File: config.mk
export PLATFORM = sky130hd
export DESIGN_NAME = audtx_csr
export DESIGN_NICKNAME = d
export VERILOG_FILES = /design/src/rtl/audtx_csr_pkg.sv /design/src/rtl/audtx_csr_bitop.sv /design/src/rtl/audtx_csr_gate.sv /design/src/rtl/audtx_csr.sv
export SDC_FILE = /design/constraint.sdc
export NUM_CORES = 1
export LEC_CHECK = 0
export ABC_AREA = 1
export CAP_MARGIN = 15
export CORE_ASPECT_RATIO = 0.5
export CORE_MARGIN = 4
export CORE_UTILIZATION = 33
export DETAILED_ROUTE_END_ITERATION = 6
export PLACE_DENSITY = 0.84
export SLEW_MARGIN = 15
export SYNTH_ARGS = -nofsm -noshare
export SYNTH_HDL_FRONTEND = slang
export SYNTH_SLANG_ARGS = --single-unit
File: constraint.sdc
create_clock -name clk -period 3.1 [get_ports clk]
set_clock_uncertainty 0.1 [all_clocks]
set_input_delay 0.465 -clock clk [delete_from_list [all_inputs] [get_ports clk]]
set_output_delay 0.465 -clock clk [all_outputs]
set_load 0.02 [all_outputs]
File: src/rtl/audtx_csr_pkg.sv
package audtx_csr_pkg;

  typedef enum logic [2:0] {
    OP_NONE,
    OP_WRITE,
    OP_SET,
    OP_CLR,
    OP_TOG
  } reg_op_e;

  localparam int CTRL_RUN = 0;
  localparam int CTRL_IE  = 1;
  localparam int CTRL_FMT = 2;
  localparam int CTRL_W   = 3;

  function automatic reg_op_e alias_op(input logic [1:0] sel);
    case (sel)
      2'd0:    return OP_WRITE;
      2'd1:    return OP_SET;
      2'd2:    return OP_CLR;
      default: return OP_TOG;
    endcase
  endfunction

endpackage

File: src/rtl/audtx_csr_bitop.sv
module audtx_csr_bitop
  import audtx_csr_pkg::*;
#(
  parameter int W = 3,
  parameter logic [W-1:0] ALLOW_WR  = '1,
  parameter logic [W-1:0] ALLOW_SET = '1,
  parameter logic [W-1:0] ALLOW_CLR = '1,
  parameter logic [W-1:0] ALLOW_TOG = '1
) (
  input  logic [W-1:0] old_i,
  input  logic [W-1:0] wdata_i,
  input  reg_op_e      op_i,
  output logic [W-1:0] nxt_o
);

  for (genvar b = 0; b < W; b++) begin : g_bit
    always_comb begin
      nxt_o[b] = old_i[b];
      unique case (op_i)
        OP_WRITE: if (ALLOW_WR[b])                nxt_o[b] = wdata_i[b];
        OP_SET:   if (ALLOW_SET[b] && wdata_i[b]) nxt_o[b] = 1'b1;
        OP_CLR:   if (ALLOW_CLR[b] && wdata_i[b]) nxt_o[b] = 1'b0;
        OP_TOG:   if (ALLOW_TOG[b] && wdata_i[b]) nxt_o[b] = ~old_i[b];
        default:  nxt_o[b] = old_i[b];
      endcase
    end
  end

endmodule

File: src/rtl/audtx_csr_gate.sv
module audtx_csr_gate #(
  parameter int LVL_W = 5
) (
  input  logic             clk,
  input  logic             rst,
  input  logic             run_i,
  input  logic [LVL_W-1:0] thr_i,
  input  logic [LVL_W-1:0] level_i,
  output logic             active_o
);

  always_ff @(posedge clk) begin
    if (rst) active_o <= 1'b0;
    else     active_o <= run_i & (active_o | (level_i >= thr_i));
  end

  // start only after the level reached the threshold
  a_r7_start_needs_level: assert property (@(posedge clk) disable iff (rst)
    $rose(active_o) |-> $past(level_i >= thr_i));

  // gate cannot stay open without run
  a_r9_run_low_closes: assert property (@(posedge clk) disable iff (rst)
    !run_i |=> !active_o);

endmodule

File: src/rtl/audtx_csr.sv
module audtx_csr
  import audtx_csr_pkg::*;
#(
  parameter int ADDR_W    = 8,
  parameter int DATA_W    = 32,
  parameter int LVL_W     = 5,
  parameter int TH_NARROW = 4,
  parameter int TH_WIDE   = 8
) (
  input  logic              clk,
  input  logic              rst,
  input  logic              bus_sel,
  input  logic              bus_wr,
  input  logic [ADDR_W-1:0] bus_addr,
  input  logic [DATA_W-1:0] bus_wdata,
  output logic [DATA_W-1:0] bus_rdata,
  input  logic [LVL_W-1:0]  fifo_level,
  input  logic              fifo_ovf,
  input  logic              fifo_unf,
  output logic              irq,
  output logic              conv_active
);

  localparam logic [LVL_W-1:0] THR_N = LVL_W'(TH_NARROW);
  localparam logic [LVL_W-1:0] THR_W = LVL_W'(TH_WIDE);
  localparam logic [ADDR_W-1:0] CLR_STAT = ADDR_W'(8'h18);

  logic [CTRL_W-1:0] ctrl_q, ctrl_nx;
  logic              err_q, err_sw, err_nx;
  logic              in_map, wr_ctrl, wr_stat, rd_req;
  reg_op_e           op_dec, op_ctrl, op_stat;
  logic [LVL_W-1:0]  thr_nx;

  assign in_map  = (bus_addr[ADDR_W-1:5] == '0);
  assign op_dec  = alias_op(bus_addr[3:2]);
  assign wr_ctrl = bus_sel & bus_wr & in_map & ~bus_addr[4];
  assign wr_stat = bus_sel & bus_wr & in_map &  bus_addr[4];
  assign rd_req  = bus_sel & ~bus_wr;
  assign op_ctrl = wr_ctrl ? op_dec : OP_NONE;
  assign op_stat = wr_stat ? op_dec : OP_NONE;

  audtx_csr_bitop #(.W(CTRL_W)) u_ctrl_op (
    .old_i   (ctrl_q),
    .wdata_i (bus_wdata[CTRL_W-1:0]),
    .op_i    (op_ctrl),
    .nxt_o   (ctrl_nx)
  );

  audtx_csr_bitop #(
    .W(1), .ALLOW_WR(1'b0), .ALLOW_SET(1'b1), .ALLOW_CLR(1'b1), .ALLOW_TOG(1'b0)
  ) u_err_op (
    .old_i   (err_q),
    .wdata_i (bus_wdata[0]),
    .op_i    (op_stat),
    .nxt_o   (err_sw)
  );

  assign err_nx = err_sw | (ctrl_q[CTRL_RUN] & (fifo_ovf | fifo_unf));
  assign thr_nx = ctrl_nx[CTRL_FMT] ? THR_W : THR_N;

  audtx_csr_gate #(.LVL_W(LVL_W)) u_gate (
    .clk      (clk),
    .rst      (rst),
    .run_i    (ctrl_nx[CTRL_RUN]),
    .thr_i    (thr_nx),
    .level_i  (fifo_level),
    .active_o (conv_active)
  );

  always_ff @(posedge clk) begin
    if (rst) begin
      ctrl_q    <= '0;
      err_q     <= 1'b0;
      irq       <= 1'b0;
      bus_rdata <= '0;
    end else begin
      ctrl_q <= ctrl_nx;
      err_q  <= err_nx;
      irq    <= err_nx & ctrl_nx[CTRL_IE];
      if (rd_req) begin
        if (!in_map)          bus_rdata <= '0;
        else if (bus_addr[4]) bus_rdata <= DATA_W'({conv_active, err_q});
        else                  bus_rdata <= DATA_W'(ctrl_q);
      end
    end
  end

  // an event while running latches the flag
  a_r4_event_sets_err: assert property (@(posedge clk) disable iff (rst)
    (ctrl_q[CTRL_RUN] && (fifo_ovf || fifo_unf)) |=> err_q);

  // the flag only falls after a clear-alias write of bit 0
  a_r5_err_clear_path: assert property (@(posedge clk) disable iff (rst)
    $fell(err_q) |-> $past(bus_sel && bus_wr && bus_addr == CLR_STAT && bus_wdata[0]));

  // interrupt needs the enable bit
  a_r6_irq_needs_ie: assert property (@(posedge clk) disable iff (rst)
    irq |-> ctrl_q[CTRL_IE]);

  // interrupt needs the flag
  a_r6_irq_needs_err: assert property (@(posedge clk) disable iff (rst)
    irq |-> err_q);

  // active only with run set
  a_r9_active_needs_run: assert property (@(posedge clk) disable iff (rst)
    conv_active |-> ctrl_q[CTRL_RUN]);

endmodule

==> flow_summary.yaml, run 1 <==
status:
  status: "finished clean"
layout:
  antennaDiodeCount: 0
  multi_input_area_um2: 641.9
  fillerInstances: 318
  drive_above_1_share_pct: 12.85
  ff_latch_area_um2: 180.2
  area_growth_syn_to_layout_pct: 21.98
  net_total_in_the_final_layout: 242
  highest_count_cells_in_the_layout_ignoring_fill_and_taps: "29 x sky130_fd_sc_hd__conb_1, 24 x sky130_fd_sc_hd__inv_1, 24 x sky130_fd_sc_hd__nand2_1, 24 x sky130_fd_sc_hd__clkdlybuf4s50_1, 11 x sky130_fd_sc_hd__ha_1"
  fin_area_um2: 1277
  layout_commonest_cell: "sky130_fd_sc_hd__conb_1"
cts:
  clk_transition_reported_paths_ns: 0.05
  clkLatencyLatePin_ns: 0.23
  cts.path.max_buffers: 2
  cts_inserted_buffers: 3
  clock_tree.root_cell: "sky130_fd_sc_hd__clkbuf_8"
  number_of_buffers_inserted_by_hold_repair_at_cts: 0
  cts.repair.resized: 0
  tritoncts_clock_tree: "done"
  cts_htree_levels: 1
  cts_num_sinks: 9
  cts_setup_buffers: 0
worst_setup_path:
  cp_data_arrival_time_ns: 2.76
  worst_path_required_time_ns: 3.11
  cp-start-kind: "primary input"
  path_class: "primary input to flip-flop"
  crit_path_max_fanout: 4
  cp-end-kind: "flip-flop"
die:
  die-width_um: 87.67
  num_io_pins: 85
  floorplan.core_area_um2: 3013
  fp.dieArea_um2: 4194
  start_util_pct: 34.76
  die_y_um: 47.84
  fp-row-count: 14
timing:
  maxSlewViolCount: 0
  finalSetupViolCount: 0
  relSlewSlack_pct: 64.55
  rsz0062_at_grt: "no"
  hold-worst-slack_ns: 0.3621
  final_hold_viol_count: 0
  fin_crit_ns: 2.750
  layout_worst_path_cycle_share_pct: 88.70
  worst-slew-pin-transition_ns: 0.5268
  setup_tns_ns: 0
  max_clock_freq_ghz: 0.3637
detailed_routing:
  drt-total-wl_um: 1960
  postRouteAntennaNets: 0
  drt-initial-drc-count: 57
  dr_total_vias: 913
  firstDrtPassIters: 4
  drc: 0
  post_drt_via_cell_ratio: 4.169
  drt-wirelength-per-cell_um: 8.950
logic_synthesis:
  cell_taking_the_most_area_after_synthesis: "sky130_fd_sc_hd__buf_4"
  synth-seq-area-share_pct: 17.20
  post_synth_instance_area_um2: 1047
  synthesized_instance_count: 151
  postSynthAreaPerCell_um2: 6.935
  ys_ff_latch: 9
  synth_top_area_cells: "sky130_fd_sc_hd__buf_4 21%, sky130_fd_sc_hd__dfxtp_1 17%, sky130_fd_sc_hd__ha_1 13%, sky130_fd_sc_hd__inv_1 8.6%, sky130_fd_sc_hd__nand2_1 8.6%"
  synthDominantCellAreaShare_pct: 20.79
  yosys_warnings: 0
  synth.distinct_cells: 23
place:
  port_buffers: 24
  detailed_place_hpwl_um: 1771
  placed_area_um2: 1232
  gpl.final_weighted_congestion: 0.8537
pwr:
  power.switching_uw: 112.0
  comb_power_share_pct: 29.5
  power_density_nw_per_um2: 276.6
  fin_total_pwr_uw: 353.3
  p_int_uw: 241.4
  peakVddDrop_v: 0.0001640
  seq_power_share_pct: 33.2
  switching_share_pct: 31.69
  clkPwrFrac_pct: 37.3
  power.leakage_uw: 0.0006161
global_routing:
  first_global_vias: 746
  grt_antenna_before_repair: 0
  globalRouteTotalUtil_pct: 9.307
  grt_pass1_wl_um: 3063
  pin_count_of_the_biggest_net_entering_global_routing: 10
  globalRoute.totalOverflow: 0
run:
  max_cap_viol_count: 0
worst_hold_path:
  min-delay-path-class: "flip-flop to flip-flop"
==> layout make-up <==
type | instances | area share (%)
inverter | 30 | 8.815
tap | 40 | 3.918
clock buffer | 4 | 3.526
multi-input combinational | 111 | 50.24
timing repair buffer | 25 | 19.39
sequential | 9 | 14.10
==> power groups by stage <==
stage | sequential (uW) | clock [uW] | combinational (uW)
floorplan | 119 | 0 | 93.1
global placement | 119 | 0 | 101
detailed placement | 119 | 0 | 103
CTS | 117 | 135 | 104
global route | 117 | 141 | 115
finish | 117 | 132 | 104
==> cells in the mapped netlist, drive strengths merged <==
cell	n
nand2	25
a21boi	1
inv	30
nor2	15
ha	11
dfxtp	9
conb	1
a21oi	7
nor4	2
buf	29
nor3	3
nand4	7
o21ai	4
nand3	7
==> state kept, by name (all words and copies together), names as in the netlist <==
name,count
bus_rdata,3
ctrl_q,3
u_gate.active_o,1
err_q,1
irq,1
==> critical path: stages <==
cell                              delay, ns
sky130_fd_sc_hd__clkdlybuf4s50_1       0.49
sky130_fd_sc_hd__inv_1                 0.06
sky130_fd_sc_hd__ha_1                  0.31
sky130_fd_sc_hd__inv_2                 0.09
sky130_fd_sc_hd__nand3_2               0.14
sky130_fd_sc_hd__a21oi_4               0.23
sky130_fd_sc_hd__nand2_1               0.07
sky130_fd_sc_hd__nor2_1                0.08
sky130_fd_sc_hd__nand2_1               0.07
sky130_fd_sc_hd__nand2_2               0.09
sky130_fd_sc_hd__ha_1                  0.23
sky130_fd_sc_hd__nand2_1               0.06
sky130_fd_sc_hd__a21boi_0              0.07
sky130_fd_sc_hd__nor4_1                0.23
sky130_fd_sc_hd__nor2_2                0.06
==> final timing paths <==
kind | startpoint | to | slack [ns] | cells after the start
min | bus_rdata[1] | bus_rdata[1] | 0.36 | 2
min reg2reg | bus_rdata[1] | bus_rdata[1] | 0.36 | 2
max reg2reg | ctrl_q[2] | u_gate.active_o | 1.05 | 12
max | bus_addr[2] | u_gate.active_o | 0.35 | 15
==> per-layer routing <==
metal  up-vias  wire length [um]  global-route usage (%)
li1        470                 -                       -
met4         0                26                   2.752
met3         4               150                   1.718
met5         -                 0                       0
met2        37               976                   18.26
met1       402               806                   10.72
==> metrics by stage <==
step / std cells / util, % / setup slack [ns]
floorplan: 179 / - / 0.7692
global placement: 215 / 40.91 / 0.1471
detailed placement: 215 / 40.91 / 0.1063
CTS: 219 / 42.40 / 0.3375
global route: 219 / 42.40 / 0.07766
finish: 219 / 42.40 / 0.3502
==> kinds of logic (layout without fill, tap and decap cells) <==
logic type	count (synthesis)	in the layout	synth area share (%)
simple gates	59	59	30.71
buf+inv	59	59	31.54
compound gates	12	12	7.049
fa+ha+maj	11	11	13.14
flops	9	9	17.20
other cells	1	29	0.3581
Power figures use the tool's default switching activity.
==> run 2, diff against run 1 <==
- CORE_ASPECT_RATIO: 0.5 -> unset
- CORE_UTILIZATION: 33 -> 49
- DONT_BUFFER_PORTS: unset -> 1
- PLACE_DENSITY: 0.84 -> 0.67
==> flow_summary.yaml, run 2 (synthesis results as in run 1) <==
layout:
  drive_above_1_share_pct: 14.29
  highest_count_cells_in_the_layout_ignoring_fill_and_taps: "29 x sky130_fd_sc_hd__conb_1, 24 x sky130_fd_sc_hd__inv_1, 24 x sky130_fd_sc_hd__nand2_1, 11 x sky130_fd_sc_hd__ha_1, 9 x sky130_fd_sc_hd__dfxtp_1"
  layout_commonest_cell: "sky130_fd_sc_hd__conb_1"
  finish.cell_count_without_fillers: 181
  multi_input_area_um2: 641.9
  area_growth_syn_to_layout_pct: -5.018
  fillerInstances: 199
  top_regs: "bus_rdata: 3 flops, ctrl_q: 3 flops"
  ff_latch_area_um2: 180.2
  antennaDiodeCount: 0
  net_total_in_the_final_layout: 217
detailed_routing:
  drt-total-wl_um: 1762
  dr_total_vias: 806
  drc: 0
  firstDrtPassIters: 4
  drt-wirelength-per-cell_um: 9.735
  postRouteAntennaNets: 0
  post_drt_via_cell_ratio: 4.453
  drt-initial-drc-count: 13
timing:
  layout_worst_path_cycle_share_pct: 75.21
  final_hold_viol_count: 0
  finalSetupViolCount: 0
  postLayoutSetupSlackWorst_ns: 0.7685
  maxSlewViolCount: 0
  setup_tns_ns: 0
  max_clock_freq_ghz: 0.4289
  rsz0062_at_grt: "no"
  fin_crit_ns: 2.332
  hold-worst-slack_ns: 0.1657
die:
  die-width_um: 54.23
  fp-row-count: 16
  num_io_pins: 85
  fp.dieArea_um2: 2941
  start_util_pct: 52.31
  die_y_um: 54.23
  floorplan.core_area_um2: 2002
worst_setup_path:
  worst_path_max_delay_cell: "sky130_fd_sc_hd__ha_1"
  worst_path_required_time_ns: 3.14
  cp-start-kind: "primary input"
  cp-end-kind: "flip-flop"
  worst_setup_path_startpoint: "bus_addr[2]"
  crit_path_max_fanout: 4
  cp_data_arrival_time_ns: 2.37
  cells_traversed_along_the_worst_timing_path: "inv_1 > ha_1 > inv_2 > nor2_2 > inv_1 > nor2_2 > nand3_1 > nand2_1 > nor2_1 > nand2_1 > nand2_2 > ha_1 > nand2_1 > a21boi_0 > nor4_1 > nor2_2"
  timing.critical_path.slowest_cell_delay_ns: 0.31
  r2r_start: "ctrl_q[2]"
  critical_path.n_buffers_inverters: 3
  critPathTopFamily: "simple AND/OR/NAND/NOR gates"
  path_class: "primary input to flip-flop"
global_routing:
  globalRoute.totalOverflow: 0
  grt_pass1_wl_um: 2766
  first_global_vias: 610
  pin_count_of_the_biggest_net_entering_global_routing: 10
  globalRouteTotalUtil_pct: 12.65
  grt_antenna_before_repair: 0
run:
  max_cap_viol_count: 0
pwr:
  fin_total_pwr_uw: 278.5
  power.leakage_uw: 0.0005121
  power_density_nw_per_um2: 280.0
  peakVddDrop_v: 0.0002552
place:
  detailed_place_hpwl_um: 1573
  port_buffers: 0
  number_of_cells_after_detailed_placement: 177
  gpl.final_weighted_congestion: 0.7554
  placement.setup.worst_slack_ns: 0.4524
cts:
  clkLatencyLatePin_ns: 0.25
  clk_transition_reported_paths_ns: 0.06
  cts_inserted_buffers: 3
  clock_tree.root_cell: "sky130_fd_sc_hd__clkbuf_4"
  cts_htree_levels: 1
  cts.repair.resized: 0
  tritoncts_clock_tree: "done"
  cts_setup_buffers: 0
  number_of_buffers_inserted_by_hold_repair_at_cts: 0
  cts_num_sinks: 9
  cts.path.max_buffers: 2
status:
  status: "finished clean"
worst_hold_path:
  timing.hold.worst.start: "rst"
  min-delay-path-class: "primary input to flip-flop"
==> run 2: cell types whose count changed in the layout (fill, tap and decap cells not counted) <==
cell	delta
sky130_fd_sc_hd__clkbuf_8	-3
sky130_fd_sc_hd__buf_4	-1
sky130_fd_sc_hd__clkdlybuf4s50_1	-24
sky130_fd_sc_hd__clkbuf_4	+3
==> run 2: stage by stage <==
| stage | area [um^2] | util [%] |
|---|---|---|
| floorplan | 1152 | - |
| global placement | 968.4 | 48.38 |
| detailed placement | 968.4 | 48.38 |
| CTS | 994.7 | 49.69 |
| global route | 994.7 | 49.69 |
| finish | 994.7 | 49.69 |
==> run 2: power breakdown <==
part           internal, uW  switching (uW)  leakage (uW)  total, uW
Combinational          13.0            59.5      0.000425       72.5
Clock                  49.5            39.6     0.0000150       89.2
Sequential              116           0.600     0.0000725        117
==> run 2: layout make-up <==
type / instances / area share (%)
multi-input cells: 111 / 64.53
inverters: 30 / 11.32
well taps: 27 / 3.396
clock buffers: 4 / 2.642
flip-flops and latches: 9 / 18.11
==> run 2: worst reg2reg max path, delay by kind of cell (launching register included) <==
| kind | cells | cell delay [ns] |
|---|---|---|
| AOI/OAI and AO/OA | 1 | 0.07 |
| buffers and inverters | 2 | 0.11 |
| and+or+nand+nor | 7 | 0.81 |
| DFF | 1 | 0.36 |
| adders and majority gates | 2 | 0.54 |
==> run 2: final timing paths <==
check | end | slack, ns | cells past startpoint
setup / recovery | u_gate.active_o | 0.77 | 16
hold / removal | ctrl_q[2] | 0.17 | 1
setup reg to reg | u_gate.active_o | 1.00 | 12
hold reg to reg | bus_rdata[2] | 0.41 | 2
==> run 2: per-layer routing <==
| layer | GRT usage, % | vias up | part of all wire (%) |
|---|---|---|---|
| met3 | 2.452 | 2 | 10 |
| met5 | 0 | - | 0 |
| met2 | 19.72 | 38 | 49 |
| li1 | - | 422 | - |
| met1 | 17.52 | 344 | 40 |
| met4 | 3.734 | 0 | 1.1 |
==> run 3, diff against run 2 <==
- PLACE_DENSITY: 0.67 -> 0.69
- clock period: 3.1 -> 2.05 ns (I/O delays scaled with it)
==> flow_summary.yaml, run 3 (synthesis results as in run 1) <==
timing:
  finalSetupViolCount: 0
  worst-slew-pin-transition_ns: 0.4991
  max_clock_freq_ghz: 0.5310
  fin_crit_ns: 1.883
  final_hold_viol_count: 0
  maxSlewViolCount: 0
  layout_worst_path_cycle_share_pct: 91.87
  setup_tns_ns: 0
  relSlewSlack_pct: 66.42
layout:
  net_total_in_the_final_layout: 231
  antennaDiodeCount: 0
  area_growth_syn_to_layout_pct: 10.75
  fillerInstances: 185
  layout_commonest_cell: "sky130_fd_sc_hd__conb_1"
  top_regs: "bus_rdata: 3 flops, ctrl_q: 3 flops"
  ff_latch_area_um2: 181.4
  multi_input_area_um2: 693.2
  finish.cell_count_without_fillers: 195
  drive_above_1_share_pct: 24.40
  highest_count_cells_in_the_layout_ignoring_fill_and_taps: "29 x sky130_fd_sc_hd__conb_1, 23 x sky130_fd_sc_hd__inv_1, 23 x sky130_fd_sc_hd__nand2_1, 12 x sky130_fd_sc_hd__buf_4, 9 x sky130_fd_sc_hd__ha_1"
pwr:
  comb_power_share_pct: 32.4
  switching_share_pct: 35.83
  p_int_uw: 294.1
  power.switching_uw: 164.3
  seq_power_share_pct: 38.5
  power.leakage_uw: 0.0005827
  peakVddDrop_v: 0.0002874
  clkPwrFrac_pct: 29.0
  power_density_nw_per_um2: 395.2
worst_setup_path:
  cp_data_arrival_time_ns: 1.92
  path_class: "primary input to flip-flop"
  reg2reg_slack_ns: 0.23
  worst_r2r_path_depth: 12
  rr_endpoint: "u_gate.active_o"
  worst_setup_path_startpoint: "bus_addr[2]"
  crit_path_max_fanout: 3
  worst_path_required_time_ns: 2.09
  cp-start-kind: "primary input"
  critPathCapture: "u_gate.active_o"
  r2r_start: "ctrl_q[2]"
  cp-end-kind: "flip-flop"
place:
  port_buffers: 0
  gpl.final_weighted_congestion: 0.8303
  number_of_cells_after_detailed_placement: 187
  detailed_place_hpwl_um: 1728
cts:
  cts_inserted_buffers: 3
  clk_transition_reported_paths_ns: 0.06
  tritoncts_clock_tree: "done"
  clock_tree.root_cell: "sky130_fd_sc_hd__clkbuf_4"
  cts_num_sinks: 9
  cts.path.max_buffers: 2
  cts_htree_levels: 1
  clkLatencyLatePin_ns: 0.25
detailed_routing:
  drc: 0
  drt-total-wl_um: 2067
  drt-wirelength-per-cell_um: 10.60
  post_drt_via_cell_ratio: 4.477
  firstDrtPassIters: 4
  postRouteAntennaNets: 0
  drt-initial-drc-count: 9
  dr_total_vias: 873
die:
  start_util_pct: 52.31
  num_io_pins: 85
  die_y_um: 54.23
  fp-row-count: 16
  die-width_um: 54.23
  fp.dieArea_um2: 2941
  floorplan.core_area_um2: 2002
global_routing:
  globalRoute.totalOverflow: 0
  globalRouteTotalUtil_pct: 14.01
  first_global_vias: 783
  grt_antenna_before_repair: 0
  pin_count_of_the_biggest_net_entering_global_routing: 10
  grt_pass1_wl_um: 3056
status:
  status: "finished clean"
worst_hold_path:
  timing.hold.worst.start: "rst"
  min-delay-path-class: "primary input to flip-flop"
run:
  max_cap_viol_count: 0
==> run 3: final cells by class <==
class                           count  area share (%)
Clock buffer                        4           2.265
Inverter                           30           9.924
Multi-Input combinational cell    111           59.76
Sequential cell                     9           15.64
Tap cell                           27           2.913
Timing Repair Buffer               14           9.493
==> run 3: worst min-delay path by stage <==
| stage | to | slack [ns] | cells after the start |
|---|---|---|---|
| final | bus_rdata[0] | 0.01 | 1 |
| after global routing | bus_rdata[0] | 0.002 | 1 |
| after CTS | bus_rdata[0] | 0.006 | 1 |
| after detailed placement | ctrl_q[2] | 0.28 | 1 |
| after global placement | ctrl_q[2] | 0.27 | 1 |
| after floorplan | ctrl_q[2] | 0.27 | 1 |
==> run 3: worst max-delay path, cell delays in order <==
cell and delay [ns]:
sky130_fd_sc_hd__inv_1 0.06, sky130_fd_sc_hd__ha_4 0.29, sky130_fd_sc_hd__inv_4 0.05, sky130_fd_sc_hd__nor2_4 0.09, sky130_fd_sc_hd__inv_2 0.06, sky130_fd_sc_hd__nor2_4 0.10, sky130_fd_sc_hd__nand3_1 0.08, sky130_fd_sc_hd__nand2_1 0.07
sky130_fd_sc_hd__nor2_1 0.04, sky130_fd_sc_hd__nand2_1 0.07, sky130_fd_sc_hd__nand2_2 0.07, sky130_fd_sc_hd__ha_1 0.27, sky130_fd_sc_hd__nand2_1 0.07, sky130_fd_sc_hd__a21boi_1 0.07, sky130_fd_sc_hd__nor4_2 0.17, sky130_fd_sc_hd__nor2_2 0.06
==> run 3: metal layers <==
metal	track usage [%]	wire [um]	vias up
met2	25.90	1107	34
met3	2.180	149	2
met4	7.054	10	0
met1	15.21	800	389
li1	-	-	448
met5	0	0	-
==> run 3: power by group through the flow <==
stage	combinational, uW	sequential [uW]	clock (uW)
detailed placement	126	181	0
CTS	140	177	137
floorplan	141	180	0
finish	149	177	133
global placement	122	181	0
global route	163	177	144
==> run 3: metrics by stage <==
step / total power, uW / utilization [%] / area (um^2) / setup slack [ns] / hold WS [ns]
3_3_place_gp: 302.8 / 52.13 / 1044 / -0.1939 / 0.2740
5_1_grt: 484.2 / 57.94 / 1160 / -0.01956 / 0.001586
4_1_cts: 453.6 / 56.44 / 1130 / 0.03613 / 0.005523
6_report: 458.4 / 57.94 / 1160 / 0.1667 / 0.01229
3_5_place_dp: 306.4 / 52.13 / 1044 / -0.2531 / 0.2760
2_1_floorplan: 321.3 / - / 1152 / -0.1233 / 0.2744
==> run 3: repair_timing <==
item                       in CTS  in global routing
pin swaps                       6                  2
hold buffers                    1                  1
resized for setup              10                  3
hold endpoints to repair        1                  1
gates cloned                    0                  0
setup endpoints to repair       1                  1
setup buffers                   1                  1
